--- src/rtl/gdma_pkg.sv ---
package gdma_pkg;
   localparam int unsigned DATA_W = 32;

   // Byte offsets decoded by software; fixed by the register map.
   localparam logic [11:0] OFF_CTRL = 12'h000;
   localparam logic [11:0] OFF_PEND = 12'h004;
   localparam logic [11:0] OFF_BELL = 12'h00C;
   localparam logic [11:0] OFF_PROG = 12'h01C;

   // Control register field positions.
   localparam int unsigned CB_EN   = 0;
   localparam int unsigned CB_AERR = 2;
   localparam int unsigned CB_HALT = 3;
   localparam int unsigned CB_PERF = 31;

   typedef enum logic [2:0] {
      SEL_NONE,
      SEL_CTRL,
      SEL_PEND,
      SEL_BELL,
      SEL_PROG
   } reg_sel_e;

   function automatic reg_sel_e decode_off(input logic [11:0] off);
      case (off)
         OFF_CTRL: decode_off = SEL_CTRL;
         OFF_PEND: decode_off = SEL_PEND;
         OFF_BELL: decode_off = SEL_BELL;
         OFF_PROG: decode_off = SEL_PROG;
         default:  decode_off = SEL_NONE;
      endcase
   endfunction
endpackage

--- src/rtl/gdma_ctrl_reg.sv ---
module gdma_ctrl_reg (
   input  logic clk,
   input  logic rst_n,
   input  logic wr_i,
   input  logic wen_i,
   input  logic wperf_i,
   input  logic wkeep_aerr_i,
   input  logic wkeep_halt_i,
   input  logic aerr_evt_i,
   input  logic halt_evt_i,
   output logic en_o,
   output logic perf_o,
   output logic aerr_o,
   output logic halt_o
);
   always_ff @(posedge clk or negedge rst_n) begin
      if (!rst_n) begin
         en_o   <= 1'b0;
         perf_o <= 1'b0;
         aerr_o <= 1'b0;
         halt_o <= 1'b0;
      end else begin
         if (wr_i) begin
            en_o   <= wen_i;
            perf_o <= wperf_i;
         end
         // Sticky flags: a write can only clear them, and an event wins.
         aerr_o <= (aerr_o & (~wr_i | wkeep_aerr_i)) | aerr_evt_i;
         halt_o <= (halt_o & (~wr_i | wkeep_halt_i)) | halt_evt_i;
      end
   end

   AST_AERR_SET: assert property (@(posedge clk) disable iff (!rst_n)
      aerr_evt_i |=> aerr_o);
   AST_HALT_HOLD: assert property (@(posedge clk) disable iff (!rst_n)
      (halt_o && !(wr_i && !wkeep_halt_i)) |=> halt_o);
   AST_EN_LOAD: assert property (@(posedge clk) disable iff (!rst_n)
      wr_i |=> (en_o == $past(wen_i)));
endmodule

--- src/rtl/gdma_pend.sv ---
module gdma_pend #(
   parameter int unsigned N_CH = 8
) (
   input  logic            clk,
   input  logic            rst_n,
   input  logic            wr_i,
   input  logic [N_CH-1:0] wkeep_i,
   input  logic [N_CH-1:0] evt_i,
   output logic [N_CH-1:0] pend_o
);
   for (genvar i = 0; i < N_CH; i++) begin : g_bit
      always_ff @(posedge clk or negedge rst_n) begin
         if (!rst_n)
            pend_o[i] <= 1'b0;
         else
            pend_o[i] <= (pend_o[i] & (~wr_i | wkeep_i[i])) | evt_i[i];
      end
   end

   AST_EVT_WINS: assert property (@(posedge clk) disable iff (!rst_n)
      (evt_i != '0) |=> ((pend_o & $past(evt_i)) == $past(evt_i)));
   AST_ZERO_CLEARS: assert property (@(posedge clk) disable iff (!rst_n)
      (wr_i && wkeep_i == '0) |=> (pend_o == $past(evt_i)));
   AST_PEND_HOLD: assert property (@(posedge clk) disable iff (!rst_n)
      !wr_i |=> ((pend_o & $past(pend_o)) == $past(pend_o)));
endmodule

--- src/rtl/gdma_doorbell.sv ---
module gdma_doorbell #(
   parameter int unsigned N_CH = 8
) (
   input  logic            clk,
   input  logic            rst_n,
   input  logic            wr_i,
   input  logic            en_i,
   input  logic [N_CH-1:0] bits_i,
   output logic [N_CH-1:0] go_o
);
   always_ff @(posedge clk or negedge rst_n) begin
      if (!rst_n)
         go_o <= '0;
      else if (wr_i && en_i)
         go_o <= bits_i;
      else
         go_o <= '0;
   end

   AST_GO_GATED: assert property (@(posedge clk) disable iff (!rst_n)
      (go_o != '0) |-> $past(en_i && wr_i));
   AST_GO_ONE_CYCLE: assert property (@(posedge clk) disable iff (!rst_n)
      ((go_o != '0) && !wr_i) |=> (go_o == '0));
endmodule

--- src/rtl/gdma_global.sv ---
module gdma_global
   import gdma_pkg::*;
#(
   parameter int unsigned N_CH   = 8,
   parameter int unsigned ADDR_W = 12,
   parameter bit          IRQ_REG = 1'b0
) (
   input  logic              clk,
   input  logic              rst_n,
   input  logic              reg_wr_i,
   input  logic [ADDR_W-1:0] reg_addr_i,
   input  logic [31:0]       reg_wdata_i,
   output logic [31:0]       reg_rdata_o,
   input  logic [N_CH-1:0]   ch_done_i,
   input  logic [N_CH-1:0]   ch_aerr_i,
   input  logic [N_CH-1:0]   ch_halt_i,
   output logic              irq_o,
   output logic [N_CH-1:0]   fetch_go_o,
   output logic              dma_en_o,
   output logic              perf_mode_o,
   output logic [N_CH-1:0]   ch_prog_o
);
   if (N_CH < 1 || N_CH > DATA_W) begin : g_bad_nch
      $error("N_CH must lie in 1..32");
   end
   if (ADDR_W < 5 || ADDR_W > 12) begin : g_bad_aw
      $error("ADDR_W must lie in 5..12");
   end

   localparam int unsigned PAD_W = DATA_W - N_CH;

   reg_sel_e          sel;
   logic              wr_ctrl, wr_pend, wr_bell, wr_prog;
   logic              aerr_flag, halt_flag;
   logic [N_CH-1:0]   pend;
   logic [N_CH-1:0]   evt_any;
   logic [N_CH-1:0]   wbits;
   logic              unused_wdata;

   assign sel     = decode_off(12'(reg_addr_i));
   assign wr_ctrl = reg_wr_i && (sel == SEL_CTRL);
   assign wr_pend = reg_wr_i && (sel == SEL_PEND);
   assign wr_bell = reg_wr_i && (sel == SEL_BELL);
   assign wr_prog = reg_wr_i && (sel == SEL_PROG);
   assign wbits   = reg_wdata_i[N_CH-1:0];
   assign evt_any = ch_done_i | ch_aerr_i | ch_halt_i;
   assign unused_wdata = ^reg_wdata_i;

   gdma_ctrl_reg i_ctrl (
      .clk          (clk),
      .rst_n        (rst_n),
      .wr_i         (wr_ctrl),
      .wen_i        (reg_wdata_i[CB_EN]),
      .wperf_i      (reg_wdata_i[CB_PERF]),
      .wkeep_aerr_i (reg_wdata_i[CB_AERR]),
      .wkeep_halt_i (reg_wdata_i[CB_HALT]),
      .aerr_evt_i   (|ch_aerr_i),
      .halt_evt_i   (|ch_halt_i),
      .en_o         (dma_en_o),
      .perf_o       (perf_mode_o),
      .aerr_o       (aerr_flag),
      .halt_o       (halt_flag)
   );

   gdma_pend #(.N_CH(N_CH)) i_pend (
      .clk     (clk),
      .rst_n   (rst_n),
      .wr_i    (wr_pend),
      .wkeep_i (wbits),
      .evt_i   (evt_any),
      .pend_o  (pend)
   );

   gdma_doorbell #(.N_CH(N_CH)) i_bell (
      .clk    (clk),
      .rst_n  (rst_n),
      .wr_i   (wr_bell),
      .en_i   (dma_en_o),
      .bits_i (wbits),
      .go_o   (fetch_go_o)
   );

   always_ff @(posedge clk or negedge rst_n) begin
      if (!rst_n)
         ch_prog_o <= '0;
      else if (wr_prog)
         ch_prog_o <= wbits;
   end

   if (IRQ_REG) begin : g_irq_flop
      always_ff @(posedge clk or negedge rst_n) begin
         if (!rst_n) irq_o <= 1'b0;
         else        irq_o <= dma_en_o && (pend != '0);
      end
   end else begin : g_irq_comb
      assign irq_o = dma_en_o && (pend != '0);
      AST_IRQ_GATE: assert property (@(posedge clk) disable iff (!rst_n)
         irq_o |-> (dma_en_o && $countones(pend) > 0));
   end

   always_comb begin
      reg_rdata_o = '0;
      unique case (sel)
         SEL_CTRL: begin
            reg_rdata_o[CB_EN]   = dma_en_o;
            reg_rdata_o[CB_AERR] = aerr_flag;
            reg_rdata_o[CB_HALT] = halt_flag;
            reg_rdata_o[CB_PERF] = perf_mode_o;
         end
         SEL_PEND: reg_rdata_o = {{PAD_W{1'b0}}, pend};
         SEL_PROG: reg_rdata_o = {{PAD_W{1'b0}}, ch_prog_o};
         SEL_BELL: reg_rdata_o = '0;
         SEL_NONE: reg_rdata_o = '0;
         default:  reg_rdata_o = '0;
      endcase
   end

   AST_NO_GO_OFF: assert property (@(posedge clk) disable iff (!rst_n)
      (fetch_go_o != '0) |-> $past(dma_en_o));
endmodule

--- config.mk ---
export PLATFORM = sky130hd
export DESIGN_NAME = gdma_global
export DESIGN_NICKNAME = d
export VERILOG_FILES = /design/src/rtl/gdma_pkg.sv /design/src/rtl/gdma_ctrl_reg.sv /design/src/rtl/gdma_pend.sv /design/src/rtl/gdma_doorbell.sv /design/src/rtl/gdma_global.sv
export SDC_FILE = /design/constraint.sdc
export NUM_CORES = 1
export LEC_CHECK = 0
export BUFFER_PORTS_ARGS = -buffer_cell sky130_fd_sc_hd__buf_2
export CORE_ASPECT_RATIO = 1.25
export CORE_MARGIN = 2
export CORE_UTILIZATION = 40
export DETAILED_ROUTE_END_ITERATION = 12
export GPL_ROUTABILITY_DRIVEN = 0
export PLACE_DENSITY = 0.8
export SETUP_SLACK_MARGIN = 0.5
export SYNTH_ARGS = -nofsm -noshare
export SYNTH_HDL_FRONTEND = slang
export SYNTH_SLANG_ARGS = --single-unit
--- constraint.sdc ---
create_clock -name clk -period 2.9 [get_ports clk]
set_input_delay 0.145 -clock clk [delete_from_list [all_inputs] [get_ports clk]]
set_output_delay 0.145 -clock clk [all_outputs]
set_load 0.01 [all_outputs]
## Yosys cells after proc, flatten, opt, wreduce, memory -nomap -nowiden

Index checks and enable logic that the tools add are counted.

- Register bits: 28
- Input port bits: 71
- Output and inout port bits: 51
- Logic and storage cells: 72

- Equal/unequal tests: 7
- Muxes and demuxes: 7
- Bitwise logic cells: 34
- Reduce and logical (&&, ||, !) cells: 10

Operators by type and width:

| cell | number |
|---|---|
| bitwise OR 1 bit | 20 |
| bitwise OR 8 bit | 2 |
| OR reduction 8 bit | 2 |
| equality test 12 x 3 -> 1 bit, second input constant | 1 |
| equality test 12 x 4 -> 1 bit, second input constant | 1 |
| equality test 12 x 5 -> 1 bit, second input constant | 1 |
| zero test 12 bit | 1 |
| case mux 3 bit (4 select lines) | 1 |
| bitwise AND 1 bit | 10 |
| two-way mux 8 bit | 1 |
| case mux 4 bit (2 select lines) | 1 |
| nonzero test 8 bit | 1 |
| equality test 3 x 2 -> 1 bit, second input constant | 2 |
| logical AND 1 bit | 6 |
| case mux 2 bit (3 select lines) | 1 |
| equality test 3 x 1 -> 1 bit, second input constant | 1 |
| equality test 3 bit, second input constant | 1 |
| case mux 1 bit (3 select lines) | 1 |
| inverter 1 bit | 2 |
| case mux 1 bit (2 select lines) | 1 |
| two-way mux 1 bit | 1 |

## Longest topological paths before layout

- Depth after elaboration: 8
- Depth in mapped cells: 4

## Hierarchy

A second synthesis with hierarchy kept.

- Cells, all modules: 144
- Area total of the unflattened synthesis: 1590.3 um^2

Modules (own cells, without submodules):

| module | instances | cells an instance | area each (um^2) | sequential area each (um^2) |
|---|---|---|---|---|
| gdma_global | 1 | 94 | 879.6 | 200.2 |
| gdma_pend | 1 | 24 | 310.3 | 200.2 |
| gdma_doorbell | 1 | 16 | 250.2 | 200.2 |
| gdma_ctrl_reg | 1 | 10 | 150.1 | 100.1 |

## Worst setup path before layout

No wires, ideal clock.

- Path type: input to register
- Start point: input reg_addr_i[9]
- End point: register i_ctrl.en_o
- Library setup time: 0.125 ns
- Data arrival time: 1.442 ns
- Data required time: 2.775 ns
- Setup slack: 1.333 ns
- Cell stages on the path: 3
- Path buffers: 0
- Cell sequence: or4_4 > nor4_4 > mux2_2

- Word-level cells in the longest chain between the ends: 4

RTL lines:

| element | RTL line | RTL |
|---|---|---|
| from (decl) | gdma_global.sv:11 | `input logic [ADDR_W-1:0] reg_addr_i,` |
| equality test 12 x 5 -> 1 bit (tied with other cells) | gdma_pkg.sv:25 | `case (off)` |
| case mux 3 bit (4 select lines) * | gdma_pkg.sv:25 |  |
| equality test 3 x 1 -> 1 bit * | gdma_global.sv:41 | `assign wr_ctrl = reg_wr_i && (sel == SEL_CTRL);` |
| logical AND 1 bit * | gdma_global.sv:41 |  |
| to (signal assigned) | gdma_ctrl_reg.sv:24 | `en_o <= wen_i;` |
| to (decl) | gdma_ctrl_reg.sv:11 | `output logic en_o,` |

Every way passes the cells marked *; elsewhere a longest branch is shown, timed or not.
A chain may end at the register's enable or synchronous reset.

## Final worst setup path

- Start point: input reg_addr_i[5]
- End point: output reg_rdata_o[4]

- Word-level cells in the longest chain between the ends: 4

RTL lines:

| element | RTL line | RTL |
|---|---|---|
| equality test 12 x 5 -> 1 bit (tied with other cells) | gdma_pkg.sv:25 |  |
| case mux 3 bit (4 select lines) * | gdma_pkg.sv:25 |  |
| equality test 3 bit or equality test 3 x 2 -> 1 bit (tied branches) | gdma_global.sv:103 | `unique case (sel)` |
| case mux 4 bit (2 select lines) * | gdma_global.sv:103 |  |
| to (decl) | gdma_global.sv:13 | `output logic [31:0] reg_rdata_o,` |

Marked as above.

==> metrics.txt <==
Cell Area, Synth=1610 sq um; initial antenna violation count=0; Min-Delay Path Depth=2; Reg power frac=49.6%; Clock Path Buffers=2; FF-to-FF path depth=3; slowest CP cell=nor3_1; final core utilization=53.57%; Max Cap Viol=0; status=complete, no violations; Final Hold Fails=0; Clock Power Share=38.8%; dpl ws=0.9856 ns; Clock Root Buffer=clkbuf_8; critical path type=input port to primary output; nets=303; Final HPWL DP=3379 microns; post-route ant nets=0; hold endpoint=i_bell.go_o[7]$_DFF_PN0_; Residual DRC=0; initial core utilization=42.20%; H-tree depth=1; # IOs=122; gr ovfl total=0; largest net degree at the start of global routing=29; Hold Crit Start=reg_wdata_i[7]; CTS Buf Count=3; Avg Vias per Cell=5.161; n_diodes=0; Worst Path Required=2.76 ns; vias in the first global route=1340; core area=3816 sq um; cell breakdown of the critical path=buf_2, nor3_1, and4_1, a22o_1, buf_2; Switching Share=23.03%; Slew Limit Headroom=51.30%; Synth Area per Inst=10.59 sq um; Final Skew=0.009572 ns; WP data arrival=1.66 ns; CP most frequent cell=buf_2; final worst slack=1.097 ns; P_int=0.0006076 W; Clk Latency, worst-skew pair=0.27 ns; P per Cell Area=386.1 nW/um^2; Distinct cells, synth=27; Lkg Pwr=1.023 nW; TritonCTS clock tree=built; drt total wl=4207 microns; fin crit period=1.803 ns; drt pass-1 iters=4; setup violators final=0; Max Freq=0.5548 GHz; Worst setup EP type=primary output; P_sw=0.0001818 W; final hold slack=0.09885 ns; CP peak stage delay=0.61 ns; cts repair resizes=0; Largest delay share family, worst path=simple AND/OR/NAND/NOR gates; synthesized netlist cell count=152; reg2reg end=i_bell.go_o[5]$_DFF_PN0_; post-CTS setup buffer count=0; hold buffer count at CTS=1; Hold Crit Class=input port to flip-flop; Die Span Y=74.94 microns; Die W=60.75 microns; CP max FO=8; Worst-path clk slew=0.10 ns; Buffers on Ports=75; Tot Pwr=0.0007894 W; die area=4553 sq um; area delta synth->final=26.96%; final worst path period share=62.16%; Comb pwr share=11.6%; All-Layer GR Usage=18.67%; Worst Path Buf+Inv=2; Synth Warn #=0; unrepaired setup endpoints after global routing=no; post-synthesis register bit count=28; drt wl/cell=14.76 microns; R2R Setup Slk=1.65 ns; Final Max Slew Viols=0; DR iter-0 viols=69; first-pass GRT wire length=6354 microns; Startpoint Class=input port; Row Count=25; worst r2r src=i_ctrl.en_o$_DFFE_PN0N_; CTS sink cnt=28; Worst Max-Slew Pin Slew=0.7250 ns; share of the yosys chip area belonging to registers=43.51%; setup TNS=0 ns; Worst VDD drop=0.0001917 V; layout cell share with drive strength beyond 1=41.56%; via count=1471
-- kinds of logic after synthesis --
logic type / count (synthesis) / share of synthesized area, %
buffers and inverters: 27 / 11.89
DFF: 28 / 43.51
AOI/OAI and AO/OA: 19 / 7.926
muxes: 10 / 6.993
and+or+nand+nor: 67 / 29.45
other: 1 / 0.2329
-- state kept, by name, indices dropped and copies added, names as in the netlist --
name	cells
i_ctrl.perf_o	1
i_pend.pend_o	8
i_ctrl.halt_o	1
i_bell.go_o	8
ch_prog_o	8
i_ctrl.en_o	1
i_ctrl.aerr_o	1
-- layout by cell type (no fill, tap or decap), types with 2 or more instances in the layout --
cell type and instances:
mux2_2 10, nand2_1 2, or3_1 2, nor2_1 2, dfrtp_1 28, and2_1 8
and4_1 3, nor4_4 3, nor4_1 18, or4_1 4, nor3b_1 4, a22o_1 5
nor3_1 7, clkbuf_8 3, conb_1 23, inv_1 3, o221ai_1 3, nand3_1 3
a21oi_1 10, nand4_1 5, buf_2 75
-- cells in the mapped netlist, drive strengths merged --
master | count | share of area, %
or3 | 2 | 0.78
o221ai | 3 | 1.6
nor2b | 1 | 0.39
or4 | 5 | 2.6
a21oi | 10 | 3.1
nand3 | 3 | 0.93
a21boi | 1 | 0.47
buf | 24 | 11
mux2 | 10 | 7.0
and4 | 3 | 1.6
nand3b | 1 | 0.47
a22o | 5 | 2.7
nand2 | 2 | 0.47
nor3 | 7 | 2.2
nand4 | 5 | 1.9
dfrtp | 28 | 44
nor2 | 2 | 0.47
nor4 | 22 | 12
nor3b | 4 | 1.9
inv | 3 | 0.70
and2 | 8 | 3.1
conb | 1 | 0.23
or3b | 1 | 0.54
and3 | 1 | 0.39
-- power by group through the flow --
stage | logic [W] | registers [W] | clock network (W)
after global placement | 0.0000877 | 0.000399 | 0
final | 0.0000918 | 0.000391 | 0.000306
after floorplan | 0.0000525 | 0.000399 | 0
after global routing | 0.000103 | 0.000391 | 0.000330
after detailed placement | 0.0000901 | 0.000399 | 0
after CTS | 0.0000915 | 0.000391 | 0.000312
-- metal layers --
| layer | global-route usage (%) | routed length, microns | up-vias |
|---|---|---|---|
| met1 | 22.82 | 1668 | 694 |
| met5 | 0 | 0 | - |
| li1 | - | - | 699 |
| met3 | 3.093 | 316 | 4 |
| met2 | 33.33 | 2171 | 74 |
| met4 | 5.556 | 50 | 0 |
-- per-stage QoR --
| step | area, sq um | std cells |
|---|---|---|
| 2_1_floorplan | 1693 | 174 |
| 3_3_place_gp | 1963 | 280 |
| 3_5_place_dp | 1963 | 280 |
| 4_1_cts | 2044 | 285 |
| 5_1_grt | 2044 | 285 |
| 6_report | 2044 | 285 |
-- area by class of cell --
cell class	instances	area, sq um
clock inverter	1	30.03
clock buffer	3	41.29
multi-input combinational	119	800.8
sequential	28	700.7
fill	375	1772
timing repair buffer	77	392.9
inverter	3	11.26
tap	54	67.56
-- worst max path at each step --
stage	start	cells after the start	to
after CTS	reg_addr_i[5]	5	reg_rdata_o[4]
final	reg_addr_i[5]	5	reg_rdata_o[4]
after detailed placement	reg_addr_i[5]	4	ch_prog_o[1]$_DFFE_PN0P_
after global routing	reg_addr_i[5]	5	reg_rdata_o[2]
after floorplan	reg_addr_i[9]	3	i_ctrl.en_o$_DFFE_PN0N_
after global placement	reg_addr_i[5]	4	ch_prog_o[1]$_DFFE_PN0P_
No activity file was read; power rests on OpenSTA's default activity.
